==> src/rtl/supply_seq_pkg.sv <==
package supply_seq_pkg;

  typedef enum logic [2:0] {
    ST_RESET      = 3'd0,
    ST_CHARGE     = 3'd1,
    ST_WAIT_ON    = 3'd2,
    ST_RUN        = 3'd3,
    ST_LATCHED    = 3'd4
  } seqState_t;

  // strobes from control to datapath
  typedef struct packed {
    logic setOvp;
    logic clrOvp;
    logic fireFaultClr;
  } dpStrobe_t;

  // confirmed detections from datapath to control
  typedef struct packed {
    logic offConfirmed;
    logic ovpConfirmed;
  } dpStatus_t;

  localparam int NUM_BLANKERS = 2;
  localparam int BLANK_OFF_IDX = 0;
  localparam int BLANK_OVP_IDX = 1;

endpackage

==> src/rtl/supply_seq_blank.sv <==
module supply_seq_blank #(
  parameter int BLANK_CYCLES = 1000
) (
  input  logic clk,
  input  logic rstN,
  input  logic detect,
  output logic confirmed
);
  localparam int CW = $clog2(BLANK_CYCLES + 1);
  localparam logic [CW-1:0] LIMIT = CW'(BLANK_CYCLES);

  logic [CW-1:0] persistCnt;

  // consecutive-edge persistence counter, saturating at the limit
  always_ff @(posedge clk or negedge rstN) begin
    if (!rstN) begin
      persistCnt <= '0;
    end else if (!detect) begin
      persistCnt <= '0;
    end else if (persistCnt != LIMIT) begin
      persistCnt <= persistCnt + 1'b1;
    end
  end

  assign confirmed = (persistCnt == LIMIT);
endmodule

==> src/rtl/supply_seq_dp.sv <==
module supply_seq_dp
  import supply_seq_pkg::*;
#(
  parameter int BLANK_CYCLES = 1000
) (
  input  logic      clk,
  input  logic      rstN,
  input  logic      hvOk,
  input  logic      thermalHot,
  input  logic      vccAboveInhibit,
  input  logic      vccAboveOff,
  input  logic      vccAboveRestart,
  input  logic      vccAboveOn,
  input  logic      vccAboveOvp,
  input  dpStrobe_t strobe,
  output dpStatus_t status,
  output logic      srcEnable,
  output logic      srcHighCurrent,
  output logic      ovpLatched,
  output logic      faultClearPulse
);
  logic [NUM_BLANKERS-1:0] detectVec;
  logic [NUM_BLANKERS-1:0] confVec;
  logic topUpReq;
  logic ovpQ;
  logic fclrQ;

  assign detectVec[BLANK_OFF_IDX] = ~vccAboveOff;
  assign detectVec[BLANK_OVP_IDX] = vccAboveOvp;

  for (genvar g = 0; g < NUM_BLANKERS; g++) begin : gBlank
    supply_seq_blank #(
      .BLANK_CYCLES(BLANK_CYCLES)
    ) blankU (
      .clk      (clk),
      .rstN     (rstN),
      .detect   (detectVec[g]),
      .confirmed(confVec[g])
    );
  end

  assign status.offConfirmed = confVec[BLANK_OFF_IDX];
  assign status.ovpConfirmed = confVec[BLANK_OVP_IDX];

  // self-supply hysteresis: stop at turn-on, resume below restart
  always_ff @(posedge clk or negedge rstN) begin
    if (!rstN) begin
      topUpReq <= 1'b1;
    end else if (vccAboveOn) begin
      topUpReq <= 1'b0;
    end else if (!vccAboveRestart) begin
      topUpReq <= 1'b1;
    end
  end

  always_ff @(posedge clk or negedge rstN) begin
    if (!rstN) begin
      ovpQ  <= 1'b0;
      fclrQ <= 1'b0;
    end else begin
      fclrQ <= strobe.fireFaultClr;
      if (strobe.clrOvp) begin
        ovpQ <= 1'b0;
      end else if (strobe.setOvp) begin
        ovpQ <= 1'b1;
      end
    end
  end

  assign srcEnable       = topUpReq & hvOk & ~thermalHot;
  assign srcHighCurrent  = vccAboveInhibit;
  assign ovpLatched      = ovpQ;
  assign faultClearPulse = fclrQ;
endmodule

==> src/rtl/supply_seq_ctrl.sv <==
module supply_seq_ctrl
  import supply_seq_pkg::*;
(
  input  logic      clk,
  input  logic      rstN,
  input  logic      vccAboveReset,
  input  logic      vccAboveOn,
  input  logic      thermalHot,
  input  dpStatus_t status,
  output dpStrobe_t strobe,
  output seqState_t state
);
  seqState_t stateNxt;
  logic seenLow;
  logic seenLowNxt;

  always_comb begin
    stateNxt   = state;
    seenLowNxt = seenLow;
    strobe     = '0;
    if (!vccAboveReset) begin
      stateNxt      = ST_RESET;
      strobe.clrOvp = 1'b1;
    end else if (thermalHot && (state != ST_LATCHED)) begin
      stateNxt = ST_RESET;
    end else begin
      case (state)
        ST_RESET: stateNxt = ST_CHARGE;
        ST_CHARGE: begin
          if (status.ovpConfirmed) begin
            stateNxt      = ST_LATCHED;
            strobe.setOvp = 1'b1;
          end else if (vccAboveOn) begin
            stateNxt   = ST_WAIT_ON;
            seenLowNxt = 1'b0;
          end
        end
        ST_WAIT_ON: begin
          if (status.ovpConfirmed) begin
            stateNxt      = ST_LATCHED;
            strobe.setOvp = 1'b1;
          end else if (status.offConfirmed) begin
            stateNxt            = ST_CHARGE;
            strobe.fireFaultClr = 1'b1;
          end else if (vccAboveOn && seenLow) begin
            stateNxt = ST_RUN;
          end else if (!vccAboveOn) begin
            seenLowNxt = 1'b1;
          end
        end
        ST_RUN: begin
          if (status.ovpConfirmed) begin
            stateNxt      = ST_LATCHED;
            strobe.setOvp = 1'b1;
          end else if (status.offConfirmed) begin
            stateNxt            = ST_CHARGE;
            strobe.fireFaultClr = 1'b1;
          end
        end
        ST_LATCHED: stateNxt = ST_LATCHED;
        default:    stateNxt = ST_RESET;
      endcase
    end
  end

  always_ff @(posedge clk or negedge rstN) begin
    if (!rstN) begin
      state   <= ST_RESET;
      seenLow <= 1'b0;
    end else begin
      state   <= stateNxt;
      seenLow <= seenLowNxt;
    end
  end
endmodule

==> src/rtl/supply_seq.sv <==
module supply_seq
  import supply_seq_pkg::*;
#(
  parameter int BLANK_CYCLES = 1000
) (
  input  logic       clk,
  input  logic       rstN,
  input  logic       hvOk,
  input  logic       vccAboveInhibit,
  input  logic       vccAboveReset,
  input  logic       vccAboveOff,
  input  logic       vccAboveRestart,
  input  logic       vccAboveOn,
  input  logic       vccAboveOvp,
  input  logic       thermalHot,
  output logic       srcEnable,
  output logic       srcHighCurrent,
  output logic       runActive,
  output logic       faultClearPulse,
  output logic       ovpLatched,
  output logic [2:0] stateDbg
);
  dpStrobe_t strobe;
  dpStatus_t status;
  seqState_t state;

  supply_seq_ctrl ctrlU (
    .clk          (clk),
    .rstN         (rstN),
    .vccAboveReset(vccAboveReset),
    .vccAboveOn   (vccAboveOn),
    .thermalHot   (thermalHot),
    .status       (status),
    .strobe       (strobe),
    .state        (state)
  );

  supply_seq_dp #(
    .BLANK_CYCLES(BLANK_CYCLES)
  ) dpU (
    .clk            (clk),
    .rstN           (rstN),
    .hvOk           (hvOk),
    .thermalHot     (thermalHot),
    .vccAboveInhibit(vccAboveInhibit),
    .vccAboveOff    (vccAboveOff),
    .vccAboveRestart(vccAboveRestart),
    .vccAboveOn     (vccAboveOn),
    .vccAboveOvp    (vccAboveOvp),
    .strobe         (strobe),
    .status         (status),
    .srcEnable      (srcEnable),
    .srcHighCurrent (srcHighCurrent),
    .ovpLatched     (ovpLatched),
    .faultClearPulse(faultClearPulse)
  );

  assign runActive = (state == ST_RUN);
  assign stateDbg  = state;
endmodule

==> config.mk <==
export PLATFORM = sky130hd
export DESIGN_NAME = supply_seq
export DESIGN_NICKNAME = d
export VERILOG_FILES = /design/src/rtl/supply_seq_pkg.sv /design/src/rtl/supply_seq_blank.sv /design/src/rtl/supply_seq_dp.sv /design/src/rtl/supply_seq_ctrl.sv /design/src/rtl/supply_seq.sv
export SDC_FILE = /design/constraint.sdc
export NUM_CORES = 1
export LEC_CHECK = 0
export ABC_AREA = 0
export BUFFER_PORTS_ARGS = -buffer_cell sky130_fd_sc_hd__buf_2
export CORE_MARGIN = 2
export CORE_UTILIZATION = 56
export DETAILED_ROUTE_END_ITERATION = 8
export PLACE_DENSITY_LB_ADDON = 0.15
export SKIP_CTS_REPAIR_TIMING = 1
export SLEW_MARGIN = 20
export SYNTH_ARGS = -nofsm -noshare
export SYNTH_HDL_FRONTEND = slang
export SYNTH_SLANG_ARGS = --single-unit
==> constraint.sdc <==
create_clock -name clk -period 2.4 [get_ports clk]
set_clock_uncertainty 0.2 [all_clocks]
set_input_delay 0.12 -clock clk [delete_from_list [all_inputs] [get_ports clk]]
set_output_delay 0.12 -clock clk [all_outputs]
set_load 0.05 [all_outputs]
### Word-level counts from Yosys, hierarchy flattened

Index checks and enable logic that the tools add are counted.

* register bits: 27
* bits in latches: 0
* bits in writable memories: 0
* ROM bits: 0
* input port bits: 10
* output and inout bits: 8
* memories kept: 0

* $add $sub $neg: 2
* $mul: 0
* divide/modulo/power cells: 0
* magnitude comparators: 0
* equality and inequality tests: 21
* shift operators: 0
* muxes and demuxes: 34
* bitwise operators: 4
* reductions and logical operators: 9

Operators by type and width (count)
* $mux W10: 4
* $mux W3: 9
* $add A10 B1 Y10 const B: 2
* $eq A10 B10 Y1 const B: 2
* $ne A10 B10 Y1 const B: 2
* $mux W1: 19
* $pmux W3 S5: 1
* $ne A2 B2 Y1 const B: 6
* $reduce_and A9 Y1: 1
* $eq A3 B2 Y1 const B: 2
* $ne A2 B1 Y1 const B: 3
* $ne A6 B2 Y1 const B: 1
* $ne A5 B2 Y1 const B: 1
* $ne A5 B3 Y1 const B: 1
* $reduce_bool A2 Y1: 2
* $eq A3 B1 Y1 const B: 1
* $eq A3 B3 Y1 const B: 1
* $logic_not A3 Y1: 1
* $ne A3 B3 Y1 const B: 1
* $reduce_and A3 Y1: 1
* $reduce_or A3 Y1: 1
* $and A1 B1 Y1: 2
* $logic_and A1 B1 Y1: 2
* $not A1 Y1: 2
* other kinds (2): 2

### Longest topological paths before layout

Gate-level depths: netlist of the first run.

* depth after elaboration: 7
* gate-level depth with buffers: 6
* mapped depth without buffers: 6

### Modules after synthesis

Synthesis of the first run repeated with hierarchy kept, for this count alone.

* cells, all modules: 152
* area total of the unflattened synthesis: 1487.7 µm²

Modules (own cells, without submodules)
* supply_seq_blank: instances 2, cells each 53, area each 516.7 µm², sequential area each 250.2 µm²
* supply_seq_ctrl: instances 1, cells each 34, area each 330.3 µm², sequential area each 100.1 µm²
* supply_seq_dp: instances 1, cells each 11, area each 115.1 µm², sequential area each 76.3 µm²
* supply_seq: instances 1, cells each 1, area each 8.8 µm², sequential area each 0.0 µm²

### Worst setup path after synthesis of the first run

No wires, ideal clock.

* path kind: flip-flop to flip-flop
* start point: register ctrlU.state[2]
* end point: register ctrlU.seenLow
* setup time: 0.124 ns
* arrival time: 1.585 ns
* required time: 2.076 ns
* path slack: 0.491 ns
* stages on the path, launching flop included: 5
* cell sequence: dfrtp_1 > or3b_1 > nor3_1 > a31oi_1 > a211o_1

* longest elaborated chain between the ends: 4
* elaborated cells on any way between the ends: 14
* those cells by class: eq/ne: 9; mux: 1; bitwise: 1; reduce/logical: 3

Ends and longest elaborated chain
* from (decl): line supply_seq_ctrl.sv:11 `output seqState_t state`
* from (signal assigned): line supply_seq_ctrl.sv:71 `state <= stateNxt;`
* branches (longest 4 deep; another with $reduce_and A9 Y1)
* to (signal assigned): line supply_seq_ctrl.sv:72 `seenLow <= seenLowNxt;`
* to (decl): line supply_seq_ctrl.sv:14 `logic seenLow;`

Parallel ways; which one is timed is not known.
A chain may end at the register's enable or synchronous reset.

### Worst setup path after layout of the first run

* start point: register dpU.gBlank[1].blankU.persistCnt[0]
* end point: register ctrlU.seenLow

* longest elaborated chain between the ends: 3
* elaborated cells on any way between the ends: 4
* those cells by class: eq/ne: 3; reduce/logical: 1

Ends and longest elaborated chain
* from (decl): line supply_seq_blank.sv:12 `logic [CW-1:0] persistCnt;`
* from (signal assigned): line supply_seq_blank.sv:21 `persistCnt <= persistCnt + 1'b1;`
* $eq A10 B10 Y1 *: line supply_seq_blank.sv:25 `assign confirmed = (persistCnt == LIMIT);`
* $ne A2 B2 Y1 (no source line)
* $reduce_and A9 Y1 (no source line) *

Every way passes the cells marked *; elsewhere a longest branch is shown, timed or not.

==> results.cfg, run 1 <==
[setup_path]
cpLargestDelayFamily = simple AND/OR/NAND/NOR gates
cp-end-kind = flop
reg2reg_setup_slack_ns = 0.57
critPathMaxStageDelay_ns = 0.44
crit_path_start_kind = flop
crit_fanout = 9
reg2reg_depth = 6
critical_path.cell_chain = inv_1 -> ha_1 -> and4bb_1 -> nand4_4 -> and4_1 -> a211o_1
crit_type = reg -> reg
arrival_ns = 1.85
worstReg2RegEnd = ctrlU.seenLow$_DFFE_PN0P_
slowest_stage = dfrtp_1
cp.required_ns = 2.42
path_buf_inv = 1
r2r-start = dpU.gBlank[1].blankU.persistCnt[0]$_DFFE_PN0P_

[place]
dpl.cell_count = 180
gp_congestion = 0.794
port_buffers = 15
post-dp-hpwl_um = 1780

[power]
comb_power_share_pct = 11.0
power_switching_uw = 188
leakagePower_uw = 0.000779
p_clk_share_pct = 25.1
powerDensity_mw_per_mm2 = 467
p_int_uw = 567
pwr-share-seq_pct = 64.0
p_sw_share_pct = 24.9
ir_drop_mv = 0.443
p_total_uw = 755

[timing]
min_period_over_period_pct = 76.1
slew_headroom_pct = 60.8
period_minus_slack_ns = 1.83
max_freq_mhz = 547
hold_viol_final = 1
setup-tns-final_ns = 0
rsz0062_at_grt = false
fin_hold_ws_ns = -0.0135
worstMarginPinSlew_ns = 0.589
slew_viol_final = 0
setup_viol_count_final = 0

[detailed_routing]
drc_errors = 0
via_count = 1042
viasPerCell = 5.46
dr.pass1.iters = 4
drt_iter0_markers = 13
detail_route.wl_per_cell_um = 12.9
ant_nets = 0
wl_um = 2470

[clock_network]
numCtsBuffers = 3
h-tree-depth = 1
cts_root_buf = clkbuf_4
clock_latency_ns = 0.31
clock-sinks = 27
clock_path_buffers = 2
clkSlewWorstSetupHoldPaths_ns = 0.14
cts_tree = built

[global_route]
grt_pass1_wl_um = 4080
overflow = 0
grt_pass1_vias = 980
grt_max_degree = 28
grt_usage_pct = 19.0
antenna_found_initial = 0

[floorplan]
core_area_sq_mm = 0.00243
fp.dieH_um = 54.3
rows = 18
io_pins = 18
die_w_um = 54.3
die-area_sq_mm = 0.00295
start_util_pct = 58.3

[hold_path]
worstHoldPathCells = 3
hold_path_class = in -> reg
hold_start = vccAboveOn
hold_path_end = ctrlU.state[0]$_DFFE_PN0P_

[flow_run]
maxCapViolCount = 0

[logic_synthesis]
yosysUniqueCellTypes = 38
syn-instance-count = 137
syn_avg_cell_area_sq_um = 10.3
synth_seq_area_share_pct = 47.7
ys_ff_latch = 27
synthesis.area_sq_mm = 0.00142
syn_nets = 151
yosys_warnings = 0

[cells_and_area]
area_growth_pct = 14.0
final_cell_mix = dfrtp_1, buf_2, nand2_1, nor2_1
final_common_cell = dfrtp_1
stdcell_count = 191
drive_above_1_share_pct = 15.5
layout.nets = 176
num_antenna_cells = 0

[run_status]
outcome = finished with violations
violations = negative hold slack
-- flip-flops by register name, summed over array words and instances, names as in the netlist --
name,cells
ctrlU.seenLow,1
ctrlU.state,3
dpU.faultClearPulse,1
dpU.gBlank.blankU.persistCnt,20
dpU.ovpLatched,1
dpU.topUpReq,1
-- layout make-up --
type	instances	area (sq um)
well taps	30	37.5
fillers	194	816
inverters	6	22.5
repair buffers	22	145
clock buffers	3	22.5
clock inverters	1	5.00
flip-flops and latches	27	677
multi-input cells	102	707
-- tightest hold or removal path, delay by kind of cell --
| kind | cells | cell delay (ns) |
|---|---|---|
| AOI/OAI and AO/OA | 1 | 0.08 |
| and+or+nand+nor | 1 | 0.15 |
| buffers and inverters | 1 | 0.12 |
-- worst max path at each step --
stage / from / endpoint / depth (start not counted)
global placement: dpU.gBlank[1].blankU.persistCnt[0]$_DFFE_PN0P_ / ctrlU.seenLow$_DFFE_PN0P_ / 6
finish: dpU.gBlank[1].blankU.persistCnt[0]$_DFFE_PN0P_ / ctrlU.seenLow$_DFFE_PN0P_ / 6
detailed placement: dpU.gBlank[1].blankU.persistCnt[0]$_DFFE_PN0P_ / ctrlU.seenLow$_DFFE_PN0P_ / 6
global route: dpU.gBlank[1].blankU.persistCnt[0]$_DFFE_PN0P_ / dpU.ovpLatched$_DFFE_PN0P_ / 6
floorplan: ctrlU.state[2]$_DFFE_PN0P_ / ctrlU.seenLow$_DFFE_PN0P_ / 4
CTS: dpU.gBlank[1].blankU.persistCnt[0]$_DFFE_PN0P_ / ctrlU.seenLow$_DFFE_PN0P_ / 6
-- metrics by stage --
| stage | setup slack (ns) | util [%] | area, sq um |
|---|---|---|---|
| floorplan | 0.491 | - | 1420 |
| global placement | 0.656 | 62.4 | 1520 |
| detailed placement | 0.596 | 62.4 | 1520 |
| CTS | 0.579 | 63.6 | 1550 |
| global route | 0.452 | 66.5 | 1620 |
| finish | 0.573 | 66.5 | 1620 |
-- routing by layer --
| layer | up-vias | track usage [%] | share of wire (%) |
|---|---|---|---|
| li1 | 522 | - | - |
| met1 | 510 | 23.8 | 44 |
| met2 | 8 | 33.7 | 54 |
| met3 | 2 | 2.46 | 1.6 |
| met4 | 0 | 6.25 | 0.36 |
| met5 | - | 0 | 0 |
-- cell usage after synthesis, drive strengths merged --
cell	instances	area (sq um)
xnor2	7	61.3
nor2b	1	6.26
o31ai	1	7.51
nand3	7	47.6
inv	6	22.5
and4bb	2	25.0
or3	2	12.5
nor4	1	12.5
mux2i	2	20.0
o21ai	2	10.0
a21oi	4	20.0
and4	5	43.8
and3	3	18.8
and2b	2	15.0
dfrtp	26	651
o32ai	1	8.76
buf	2	11.3
nand4	4	40.0
or3b	1	8.76
xor2	8	70.1
nor2	12	45.0
nand3b	1	7.51
nand2b	1	6.26
dfstp	1	26.3
o21a	2	15.0
nor3b	2	15.0
and2	9	57.6
a211o	1	8.76
a21boi	1	7.51
nor3	3	15.0
a31oi	1	6.26
nand2	12	45.0
ha	4	50.1
-- power by group through the flow --
stage | clock (uW) | combinational [uW] | sequential (uW)
after floorplan | 0 | 45.5 | 493
after detailed placement | 0 | 74.4 | 491
after global routing | 214 | 95.5 | 485
final | 189 | 82.7 | 483
after global placement | 0 | 71.7 | 490
after CTS | 202 | 74.5 | 483
-- cell families after synthesis --
group	after synthesis	synth area share, %
DFF	27	47.7
and+or+nand+nor	68	29.7
buffers and inverters	8	2.38
adders and majority gates	4	3.53
muxes	2	1.41
AOI/OAI and AO/OA	13	5.91
xor gates and xnor gates	15	9.27
Note: power is estimated with default switching activity, not from simulation.
==> run 2, diff against run 1 <==
==> constraint.sdc (replaced) <==
create_clock -name clk -period 1.85 [get_ports clk]
set_clock_uncertainty 0.2 [all_clocks]
set_input_delay 0.0925 -clock clk [delete_from_list [all_inputs] [get_ports clk]]
set_output_delay 0.0925 -clock clk [all_outputs]
set_load 0.05 [all_outputs]
==> results.cfg, run 2 (synthesized netlist as in run 1, its figures left out) <==
[run_status]
outcome = finished clean

[setup_path]
r2r-start = dpU.gBlank[1].blankU.persistCnt[1]$_DFFE_PN0P_
cp-end-kind = flop
arrival_ns = 1.87
reg2reg_setup_slack_ns = 0.02
crit_type = reg -> reg
reg2reg_depth = 7
cp.required_ns = 1.89
crit_fanout = 5
worstReg2RegEnd = ctrlU.seenLow$_DFFE_PN0P_
crit_path_start_kind = flop

[cells_and_area]
fin_area_sq_mm = 0.00170
num_antenna_cells = 0
final_cell_mix = dfrtp_1, buf_2, nand2_1, nor2_1, dlygate4sd3_1
drive_above_1_share_pct = 20.1
area_growth_pct = 19.9
regArea_sq_um = 678
largest_reg_flops = 20
multi_input_area_sq_um = 728
max_flop_register = dpU.gBlank.blankU.persistCnt
final_common_cell = dfrtp_1
layout.nets = 184
fillers = 185
top_regs = dpU.gBlank.blankU.persistCnt: 20 flops, ctrlU.state: 3 flops

[clock_network]
clkSlewWorstSetupHoldPaths_ns = 0.16
numCtsBuffers = 3
h-tree-depth = 1
clock-sinks = 27
cts_tree = built
clock_latency_ns = 0.33
cts_root_buf = clkbuf_4
clock_path_buffers = 2

[power]
powerDensity_mw_per_mm2 = 606
ir_drop_mv = 0.464
leakagePower_uw = 0.000818

[place]
gp_congestion = 0.804
dpl_cell_area_sq_mm = 0.00154
place_ws_ns = 0.0157
post-dp-hpwl_um = 1850
port_buffers = 15

[global_route]
grt_usage_pct = 19.9
overflow = 0
grt_pass1_vias = 940
grt_pass1_wl_um = 4080
grt_max_degree = 28
antenna_found_initial = 0

[timing]
setup-tns-final_ns = 0
rsz0062_at_grt = true
min_period_over_period_pct = 99.0
worstMarginPinSlew_ns = 0.591
setup_viol_count_final = 0
slew_headroom_pct = 60.6
finalWorstSetupSlack_ns = 0.0180
period_minus_slack_ns = 1.83
max_freq_mhz = 546
slew_viol_final = 0
hold_viol_final = 0

[detailed_routing]
drt_iter0_markers = 21
drc_errors = 0
detail_route.wl_per_cell_um = 13.5
via_count = 1100
wl_um = 2690
dr.pass1.iters = 4
ant_nets = 0
viasPerCell = 5.53

[floorplan]
io_pins = 18
rows = 18
core_area_sq_mm = 0.00243
start_util_pct = 58.3
die_w_um = 54.3
fp.dieH_um = 54.3
die-area_sq_mm = 0.00295

[hold_path]
hold_path_class = in -> async

[flow_run]
maxCapViolCount = 0
[run 2: changes by cell type in the layout (fill, tap and decap cells not counted)]
cell           before  now
nand4_2             0    1
clkinv_2            1    0
dfrtp_1            26   25
inv_6               0    1
dfrtp_2             0    1
dlygate4sd3_1       7    9
inv_1               6    5
nor4_2              1    0
and4bb_2            1    2
buf_4               0    5
nor4_4              0    1
inv_2               0    1
and4bb_1            1    0
[run 2: stage by stage]
| stage | utilization (%) | cells | hold slack, ns | total power (uW) |
|---|---|---|---|---|
| 6_report | 69.9 | 199 | 0.0689 | 1030 |
| 5_1_grt | 69.9 | 199 | 0.0978 | 1090 |
| 4_1_cts | 64.7 | 187 | -0.460 | 1010 |
| 3_5_place_dp | 63.4 | 183 | -0.0738 | 740 |
| 3_3_place_gp | 63.4 | 183 | -0.0747 | 733 |
| 2_1_floorplan | - | 137 | -0.403 | 698 |
[run 2: layer usage]
metal | up-vias | track usage (%) | wire length (um)
met5 | - | 0 | 0
li1 | 547 | - | -
met1 | 531 | 24.7 | 1190
met4 | 0 | 8.75 | 17
met3 | 2 | 4.92 | 73
met2 | 20 | 32.7 | 1410
[run 2: final cells by class]
class | instances | share of cell area [%]
Sequential cell | 27 | 39.9
Clock inverter | 1 | 0.515
Tap cell | 30 | 2.21
Clock buffer | 3 | 1.32
Timing Repair Buffer | 29 | 11.9
Multi-Input combinational cell | 103 | 42.8
Inverter | 6 | 1.32
[run 2: worst max-delay path by stage]
stage          depth (start not counted)                                           start                         to
2_1_floorplan                          4                      ctrlU.state[2]$_DFFE_PN0P_  ctrlU.seenLow$_DFFE_PN0P_
3_3_place_gp                           6  dpU.gBlank[1].blankU.persistCnt[0]$_DFFE_PN0P_  ctrlU.seenLow$_DFFE_PN0P_
3_5_place_dp                           6  dpU.gBlank[1].blankU.persistCnt[0]$_DFFE_PN0P_  ctrlU.seenLow$_DFFE_PN0P_
4_1_cts                                6  dpU.gBlank[1].blankU.persistCnt[0]$_DFFE_PN0P_  ctrlU.seenLow$_DFFE_PN0P_
5_1_grt                                6  dpU.gBlank[1].blankU.persistCnt[1]$_DFFE_PN0P_  ctrlU.seenLow$_DFFE_PN0P_
6_report                               7  dpU.gBlank[1].blankU.persistCnt[1]$_DFFE_PN0P_  ctrlU.seenLow$_DFFE_PN0P_
[run 2: critical path, cell delays in order (launching register included)]
cell and delay [ns]:
dfrtp_1 0.43, inv_1 0.06, ha_1 0.18, and4bb_2 0.25
buf_4 0.14, nand4_2 0.12, a31oi_1 0.09, a211o_1 0.27
[run 2: power breakdown]
part	total, uW	internal (uW)	switching (uW)
registers	623	607	15.5
clock network	280	88.3	192
logic	128	56.1	71.8
total	1030	751	279
==> run 3, diff against run 2 <==
--- a/config.mk
+++ b/config.mk
@@ -8,7 +8,7 @@
 export ABC_AREA = 0
 export BUFFER_PORTS_ARGS = -buffer_cell sky130_fd_sc_hd__buf_2
 export CORE_MARGIN = 2
-export CORE_UTILIZATION = 56
+export CORE_UTILIZATION = 40
 export DETAILED_ROUTE_END_ITERATION = 8
 export PLACE_DENSITY_LB_ADDON = 0.15
 export SKIP_CTS_REPAIR_TIMING = 1
==> results.cfg, run 3 (synthesized netlist as in run 1, its figures left out) <==
[floorplan]
io_pins = 18
core_area_sq_mm = 0.00336
fp.dieH_um = 63.5
die-area_sq_mm = 0.00404
die_w_um = 63.5
rows = 21
start_util_pct = 42.2

[setup_path]
crit_type = reg -> reg
critPathMaxStageDelay_ns = 0.47
crit_path_start_kind = flop
cp.required_ns = 1.88
cp-end-kind = flop
path_buf_inv = 0
critical_path.cell_chain = or3b_1 -> nor3_1 -> a31oi_1 -> a211o_1
arrival_ns = 1.85
cpLargestDelayFamily = simple AND/OR/NAND/NOR gates
crit_fanout = 6
slowest_stage = dfrtp_2

[clock_network]
clock_latency_ns = 0.33
clkSlewWorstSetupHoldPaths_ns = 0.15
clock_path_buffers = 2
numCtsBuffers = 3
clock-sinks = 27
cts_root_buf = clkbuf_4
cts_tree = built
h-tree-depth = 1

[cells_and_area]
final_cell_mix = dfrtp_1, buf_2, nand2_1, nor2_1, dlygate4sd3_1
max_flop_register = dpU.gBlank.blankU.persistCnt
fillers = 337
top_regs = dpU.gBlank.blankU.persistCnt: 20 flops, ctrlU.state: 3 flops
layout.nets = 186
stdcell_count = 217
final_common_cell = dfrtp_1
largest_reg_flops = 20
drive_above_1_share_pct = 20.5
num_antenna_cells = 0
multi_input_area_sq_um = 719
area_growth_pct = 21.4
regArea_sq_um = 678
fin_area_sq_mm = 0.00172

[power]
leakagePower_uw = 0.000825
ir_drop_mv = 0.319
powerDensity_mw_per_mm2 = 587

[detailed_routing]
drt_iter0_markers = 45
viasPerCell = 4.95
via_count = 1075
wl_um = 2770
dr.pass1.iters = 5
drc_errors = 0
ant_nets = 0
detail_route.wl_per_cell_um = 12.8

[timing]
slew_headroom_pct = 60.2
worstMarginPinSlew_ns = 0.597
min_period_over_period_pct = 98.0
hold_viol_final = 0
slew_viol_final = 0
setup_viol_count_final = 0
max_freq_mhz = 552
period_minus_slack_ns = 1.81

[flow_run]
maxCapViolCount = 0

[hold_path]
hold_path_class = in -> async

[global_route]
overflow = 0
grt_pass1_vias = 1095
grt_usage_pct = 14.1
grt_pass1_wl_um = 4550
grt_max_degree = 28
antenna_found_initial = 0

[place]
port_buffers = 15
dpl_cell_area_sq_mm = 0.00156
post-dp-hpwl_um = 1880
dpl.cell_count = 199
gp_congestion = 0.766

[run_status]
outcome = finished clean
-- run 3: changes by cell type in the layout (fill, tap and decap cells not counted), sizes merged --
cell | previous run | this run
inv | 7 | 6
clkbuf | 3 | 4
buf | 20 | 22
-- run 3: area by class of cell --
type                    instances  area share [%]
multi-input cells             103            41.8
flip-flops and latches         27            39.4
repair buffers                 31            12.6
well taps                      46            3.34
clock buffers                   4            1.53
inverters                       6            1.31
-- run 3: worst paths after layout --
check / start / to / slack [ns] / depth (start not counted)
max reg2reg: ctrlU.state[2]$_DFFE_PN0P_ / ctrlU.seenLow$_DFFE_PN0P_ / 0.04 / 4
min reg2reg: dpU.ovpLatched$_DFFE_PN0P_ / dpU.ovpLatched$_DFFE_PN0P_ / 0.33 / 1
max: ctrlU.state[2]$_DFFE_PN0P_ / ctrlU.seenLow$_DFFE_PN0P_ / 0.04 / 4
min in group clk: dpU.ovpLatched$_DFFE_PN0P_ / dpU.ovpLatched$_DFFE_PN0P_ / 0.33 / 1
max in group asynchronous: rstN / ctrlU.state[2]$_DFFE_PN0P_ / 0.93 / 2
min: rstN / dpU.gBlank[0].blankU.persistCnt[4]$_DFFE_PN0P_ / 0.10 / 2
-- run 3: layer usage --
metal  up-vias  GRT usage [%]  routed length (um)
met4         0           4.89                  12
li1        544              -                   -
met3         2           1.96                  68
met5         -              0                   0
met2        13           26.2                1410
met1       516           16.3                1280
-- run 3: stage by stage --
| step | setup WS (ns) | hold slack, ns | total power (uW) | TNS [ns] | utilization, % |
|---|---|---|---|---|---|
| floorplan | 0.0432 | -0.403 | 698 | 0 | - |
| global placement | 0.102 | -0.0585 | 737 | 0 | 46.5 |
| detailed placement | 0.0483 | -0.0611 | 741 | 0 | 46.5 |
| CTS | 0.0318 | -0.427 | 996 | 0 | 47.2 |
| global route | -0.0591 | 0.165 | 1070 | -0.0591 | 51.2 |
| finish | 0.0372 | 0.101 | 1010 | 0 | 51.2 |
-- run 3: where the power goes --
part / internal, uW / total (uW) / switching (uW)
sequential: 607 / 620 / 12.7
combinational: 60.7 / 135 / 74.0
clock: 84.4 / 256 / 171
total: 752 / 1010 / 258
